==> src/rtl/tct_pkg.sv <==
// Shared register-select encoding for the tick compare timer.
package tct_pkg;
    typedef enum logic [2:0] {
        SEL_COUNT   = 3'd0,
        SEL_SUPCMP  = 3'd1,
        SEL_HYPCMP  = 3'd2,
        SEL_SOFT    = 3'd3,
        SEL_SOFTSET = 3'd4,
        SEL_SOFTCLR = 3'd5,
        SEL_HINT    = 3'd6
    } reg_sel_t;
endpackage

==> src/rtl/tct_counter.sv <==
// Free-running tick counter.
// Counts up by one when enabled and wraps at its width.
// A load overrides counting. Assumes a synchronous active-low reset.
module tct_counter #(
    parameter int CNT_W = 63
) (
    input  logic             clk,
    input  logic             rst_n,
    input  logic             tick_en,
    input  logic             load,
    input  logic [CNT_W-1:0] load_val,
    output logic [CNT_W-1:0] count
);
    // Advance, load or hold the count.
    always_ff @(posedge clk) begin
        if (!rst_n)
            count <= '0;
        else if (load)
            count <= load_val;
        else if (tick_en)
            count <= count + 1'b1;
    end
endmodule

==> src/rtl/tct_comparator.sv <==
// One compare register with an arm flag.
// A write stores the full value; its top bit is the disable flag.
// The write arms the comparator only when the value lies ahead of the count.
// A match fires once, then disarms. A write in the match cycle cancels the match.
module tct_comparator #(
    parameter int CNT_W = 63
) (
    input  logic             clk,
    input  logic             rst_n,
    input  logic             wr,
    input  logic [CNT_W:0]   wr_val,
    input  logic [CNT_W-1:0] count,
    output logic [CNT_W:0]   cmp_q,
    output logic             hit,
    output logic             pulse
);
    logic armed;

    // Combinational match against the current count.
    always_comb hit = armed && (count == cmp_q[CNT_W-1:0]) && !wr;

    // Hold the compare value and the arm state.
    always_ff @(posedge clk) begin
        if (!rst_n) begin
            cmp_q <= {1'b1, {CNT_W{1'b0}}};
            armed <= 1'b0;
        end else if (wr) begin
            cmp_q <= wr_val;
            armed <= (wr_val[CNT_W-1:0] > count);
        end else if (hit) begin
            armed <= 1'b0;
        end
    end

    // Register the one-cycle match pulse.
    always_ff @(posedge clk) begin
        if (!rst_n) pulse <= 1'b0;
        else        pulse <= hit;
    end
endmodule

==> src/rtl/tct_intr_regs.sv <==
// Soft interrupt register and hypervisor pending flag.
// Software can write, set or clear the soft interrupt bits.
// A same-cycle set from a match wins over software access.
module tct_intr_regs #(
    parameter int SOFT_W   = 17,
    parameter int TICK_BIT = 16
) (
    input  logic              clk,
    input  logic              rst_n,
    input  logic              soft_wr,
    input  logic              soft_set,
    input  logic              soft_clr,
    input  logic [SOFT_W-1:0] soft_val,
    input  logic              hint_wr,
    input  logic              hint_val,
    input  logic              tick_set,
    input  logic              hyp_set,
    output logic [SOFT_W-1:0] softint,
    output logic              hintp
);
    logic [SOFT_W-1:0] soft_next;

    // Apply software access, then the match set.
    always_comb begin
        soft_next = softint;
        if (soft_wr)       soft_next = soft_val;
        else if (soft_set) soft_next = softint | soft_val;
        else if (soft_clr) soft_next = softint & ~soft_val;
        if (tick_set)      soft_next[TICK_BIT] = 1'b1;
    end

    // Store the soft interrupt bits.
    always_ff @(posedge clk) begin
        if (!rst_n) softint <= '0;
        else        softint <= soft_next;
    end

    // Store the hypervisor pending flag.
    always_ff @(posedge clk) begin
        if (!rst_n)       hintp <= 1'b0;
        else if (hyp_set) hintp <= 1'b1;
        else if (hint_wr) hintp <= hint_val;
    end
endmodule

==> src/rtl/tick_cmp_timer.sv <==
// Tick compare timer top.
// Contains a 63-bit counter, two compare registers and the interrupt bits
// they set. Decodes the write port and muxes the read port.
// Assumes a synchronous active-low reset.
module tick_cmp_timer #(
    parameter int CNT_W    = 63,
    parameter int SOFT_W   = 17,
    parameter int TICK_BIT = 16,
    parameter int SEL_W    = 3
) (
    input  logic              clk,
    input  logic              rst_n,
    input  logic              tick_en,
    input  logic              halted,
    input  logic              wr_en,
    input  logic [SEL_W-1:0]  wr_sel,
    input  logic [CNT_W:0]    wr_data,
    input  logic [SEL_W-1:0]  rd_sel,
    output logic [CNT_W:0]    rd_data,
    output logic              sup_pulse,
    output logic              hyp_pulse,
    output logic [SOFT_W-1:0] softint,
    output logic              hintp
);
    import tct_pkg::*;

    localparam int DW     = CNT_W + 1;
    localparam int N_CMP  = 2;

    logic [CNT_W-1:0] count_q;
    logic [DW-1:0]    cmp_q   [N_CMP];
    logic [N_CMP-1:0] cmp_wr;
    logic [N_CMP-1:0] hit;
    logic [N_CMP-1:0] pulse;
    logic [DW-1:0]    sup_cmp_q;
    logic [DW-1:0]    hyp_cmp_q;

    // Decode compare-register writes.
    always_comb begin
        cmp_wr[0] = wr_en && (wr_sel == SEL_SUPCMP);
        cmp_wr[1] = wr_en && (wr_sel == SEL_HYPCMP);
    end

    tct_counter #(.CNT_W(CNT_W)) u_cnt (
        .clk      (clk),
        .rst_n    (rst_n),
        .tick_en  (tick_en),
        .load     (wr_en && (wr_sel == SEL_COUNT)),
        .load_val (wr_data[CNT_W-1:0]),
        .count    (count_q)
    );

    for (genvar i = 0; i < N_CMP; i++) begin : g_cmp
        tct_comparator #(.CNT_W(CNT_W)) u_cmp (
            .clk    (clk),
            .rst_n  (rst_n),
            .wr     (cmp_wr[i]),
            .wr_val (wr_data),
            .count  (count_q),
            .cmp_q  (cmp_q[i]),
            .hit    (hit[i]),
            .pulse  (pulse[i])
        );
    end

    // Name the two compare registers and pulses.
    always_comb begin
        sup_cmp_q = cmp_q[0];
        hyp_cmp_q = cmp_q[1];
        sup_pulse = pulse[0];
        hyp_pulse = pulse[1];
    end

    tct_intr_regs #(.SOFT_W(SOFT_W), .TICK_BIT(TICK_BIT)) u_intr (
        .clk      (clk),
        .rst_n    (rst_n),
        .soft_wr  (wr_en && (wr_sel == SEL_SOFT)),
        .soft_set (wr_en && (wr_sel == SEL_SOFTSET)),
        .soft_clr (wr_en && (wr_sel == SEL_SOFTCLR)),
        .soft_val (wr_data[SOFT_W-1:0]),
        .hint_wr  (wr_en && (wr_sel == SEL_HINT)),
        .hint_val (wr_data[0]),
        .tick_set (hit[0] && !sup_cmp_q[CNT_W]),
        .hyp_set  (hit[1] && !hyp_cmp_q[CNT_W] && !halted),
        .softint  (softint),
        .hintp    (hintp)
    );

    // Read mux.
    always_comb begin
        case (rd_sel)
            SEL_COUNT:  rd_data = {1'b0, count_q};
            SEL_SUPCMP: rd_data = sup_cmp_q;
            SEL_HYPCMP: rd_data = hyp_cmp_q;
            SEL_SOFT:   rd_data = DW'(softint);
            SEL_HINT:   rd_data = DW'(hintp);
            default:    rd_data = '0;
        endcase
    end
endmodule

==> config.mk <==
export PLATFORM = sky130hd
export DESIGN_NAME = tick_cmp_timer
export DESIGN_NICKNAME = d
export VERILOG_FILES = /design/src/rtl/tct_pkg.sv /design/src/rtl/tct_counter.sv /design/src/rtl/tct_comparator.sv /design/src/rtl/tct_intr_regs.sv /design/src/rtl/tick_cmp_timer.sv
export SDC_FILE = /design/constraint.sdc
export NUM_CORES = 1
export LEC_CHECK = 0
export ABC_AREA = 1
export BUFFER_PORTS_ARGS = -buffer_cell sky130_fd_sc_hd__buf_4
export CELL_PAD_IN_SITES_DETAIL_PLACEMENT = 0
export CELL_PAD_IN_SITES_GLOBAL_PLACEMENT = 2
export CORE_MARGIN = 3
export CORE_UTILIZATION = 32
export CTS_CLUSTER_DIAMETER = 120
export DETAILED_ROUTE_END_ITERATION = 10
export PLACE_DENSITY_LB_ADDON = 0.12
export REMOVE_ABC_BUFFERS = 1
export SETUP_SLACK_MARGIN = 0.5
export SKIP_LAST_GASP = 1
export SLEW_MARGIN = 20
export SYNTH_ARGS = -nofsm -noshare
export SYNTH_HDL_FRONTEND = slang
export SYNTH_SLANG_ARGS = --single-unit
==> constraint.sdc <==
create_clock -name clk -period 2.4 [get_ports clk]
set_clock_uncertainty 0.2 [all_clocks]
set_input_delay 0.48 -clock clk [delete_from_list [all_inputs] [get_ports clk]]
set_output_delay 0.48 -clock clk [all_outputs]
set_load 0.005 [all_outputs]
==> run_results.csv <==
group,metric,value,unit
clock_tree,cts_root_buffer,"clkbuf_16",
power,leakage,11.1,nW
setup_path,rr_worst_depth,14,
drt,wl,92.3,mm
global_route,track_usage,36.5,%
layout,final_cell_mix,"nand2_1, buf_4, inv_1",
hold_path,worstHoldPathType,"in2reg",
clock_tree,htreeDepth,1,
layout,multi_input_area,11800,um2
sta,finalCritPeriodShare,95.4,%
die,core,44800,um2
power,power.density,431,nW/um2
setup_path,critPathRequiredTime,1720,ps
placed_design,place_congestion,1.02,
synthesis,synth-async-reset-ratio,0,%
setup_path,cp.arrival,1610,ps
placed_design,numPortBuffers,158,
synthesis,syn_area_per_cell,6.26,um2
die,die-area,48500,um2
layout,seqCellArea,4420,um2
global_route,grt_pass1_wl,128,mm
layout,insertedDiodeCount,0,
layout,area_growth,67.1,%
sta,worst_slew_pin_slew,916,ps
sta,final.setup.tns,0,ps
setup_path,critPathKind,"in2out",
sta,finalSetupViolations,0,
drt,ant_nets,0,
global_route,grt_max_degree,99,
die,die_y,220,um
synthesis,synth_top_area_share,29.0,%
drt,vias,19200,
synthesis,yosys.area.top_type,"dfxtp_1",
drt,first_pass_iters,5,
synthesis,yosysWarnings,0,
synthesis,ys.flop_type,"dfxtp_1",
synthesis,synth-seq-cells,213,
die,ios,159,
drt,drc_errors,0,
clock_tree,cts_made_buffers,28,
run_status,status,"complete, no violations",
sta,finalHoldViolations,0,
clock_tree,clock_latency,590,ps
layout,mostFrequentLayoutCell,"nand2_1",
setup_path,start_kind,"input pin",
synthesis,seq_area_frac_synth,29.0,%
flow_run,drv_cap,0,
layout,final_util,54.8,%
sta,report.final.slew_viol_count,0,
synthesis,synth_cell_types,38,
clock_tree,cts_tree,"yes",
synthesis,synth_area_leaders,"dfxtp_1, nand2_1, inv_1",
setup_path,crit_path_end_kind,"output pin",
synthesis,synthCells,2346,
setup_path,worst-path-max-fanout,7,
synthesis,synth-edff-count,0,
drt,first_iter_violations,1889,
clock_tree,cts_sinks,213,
die,initial_core_util,32.8,%
drt,routed_via_density,5.59,
layout,post_route_cells_drive_above_1_share,41.4,%
synthesis,syn-cell-area,14700,um2
global_route,antenna_found_initial,1,
die,row_count,77,
power,ir_worst_vdd,0.679,mV
drt,wl_per_cell,26.8,um
sta,rsz0062_at_grt,"yes",
sta,fmax,437,MHz
global_route,grt_pass1_vias,18200,
layout,fillers,4359,
clock_tree,clk_pin_slew,60,ps
sta,period_needed,2290,ps
layout,nets,2965,
placed_design,post-dp-hpwl,67.0,mm
sta,relSlewSlack,38.9,%
clock_tree,clock_path_buffers,3,
hold_path,hold_depth,3,
global_route,grt-ovfl-total,0,
die,die_x,220,um
==> per-layer routing <==
| metal | wire length (um) | share of wire (%) | GRT usage [%] |
|---|---|---|---|
| met2 | 39300 | 43 | 54.2 |
| met1 | 40800 | 44 | 51.8 |
| met3 | 7790 | 8.4 | 6.66 |
| met4 | 4330 | 4.7 | 15.2 |
| met5 | 25 | 0.027 | 0 |
==> power breakdown <==
part | internal (mW) | switching (mW) | total, mW
Clock | 2.68 | 1.84 | 4.51
Combinational | 0.901 | 1.41 | 2.31
Sequential | 3.62 | 0.134 | 3.76
==> worst max-delay path, cell delays in order <==
cell,delay (ps)
buf_8,100
buf_6,110
nor2_4,160
buf_12,140
buf_8,130
buf_16,150
nand2_1,80
o2111ai_2,100
buf_4,150
==> sequential cells by signal (all words and copies together) (netlist names), named ones only <==
signal	flops
u_intr.softint	1
g_cmp.u_cmp.armed	2
u_cnt.count	63
g_cmp.u_cmp.cmp_q	128
g_cmp.u_cmp.pulse	2
u_intr.hintp	1
==> final cells by class <==
cell class	instances	share of cell area [%]
Inverter	300	4.91
Clock inverter	12	0.474
Timing Repair Buffer	553	22.1
Multi-Input combinational cell	1730	48.0
Tap cell	592	3.02
Sequential cell	213	18.0
Clock buffer	39	3.48
==> Yosys cell counts (all sizes together) (37+ instances only) <==
| master | number |
|---|---|
| inv | 292 |
| ha | 64 |
| a21oi | 170 |
| nor2 | 274 |
| o221ai | 41 |
| nor3 | 37 |
| nand3 | 66 |
| dfxtp | 213 |
| nand2 | 659 |
| o21ai | 154 |
| nand4 | 48 |
| clkbuf | 72 |
| o22ai | 83 |
==> metrics by stage <==
stage | area, um2 | setup WS [ps] | power (mW) | cells | hold slack (ps)
6_report | 24500 | 110 | 10.6 | 3439 | 4.59
5_1_grt | 24500 | 82.5 | 10.9 | 3439 | 19.4
3_5_place_dp | 18100 | -135 | 5.56 | 3204 | 281
2_1_floorplan | 14300 | -1570 | 4.58 | 2243 | 245
3_3_place_gp | 18100 | -131 | 5.56 | 3204 | 275
4_1_cts | 22700 | 126 | 10.4 | 3404 | 0.118
==> timing repair <==
item,in CTS,in global routing
endpoints found under the setup margin,126,124
pin swaps,149,192
endpoints found under the hold margin,56,0
buffers inserted,97,32
hold buffers,43,0
resized for setup,608,381
cloned,9,3
==> cells by family after synthesis <==
kind of cell             count (synthesis)  share of synthesized area (%)
buffers and inverters                  403                           10.6
flip-flops                             213                           29.0
XOR/XNOR                                60                           3.58
AO/OA/AOI/OAI                          510                           20.2
adder cells (fa/ha/maj)                 64                           5.45
AND/OR/NAND/NOR                       1096                           31.2
==> worst paths after layout <==
| kind | from | end | slack (ps) |
|---|---|---|---|
| setup reg to reg | u_cnt.count[24] | g_cmp[1].u_cmp.armed | 250 |
| hold reg to reg | g_cmp[0].u_cmp.cmp_q[9] | g_cmp[0].u_cmp.cmp_q[9] | 310 |
| setup / recovery | rd_sel[2] | rd_data[16] | 110 |
| hold / removal | wr_data[10] | u_cnt.count[10] | 5 |
No activity file was read; power rests on OpenSTA's default activity.
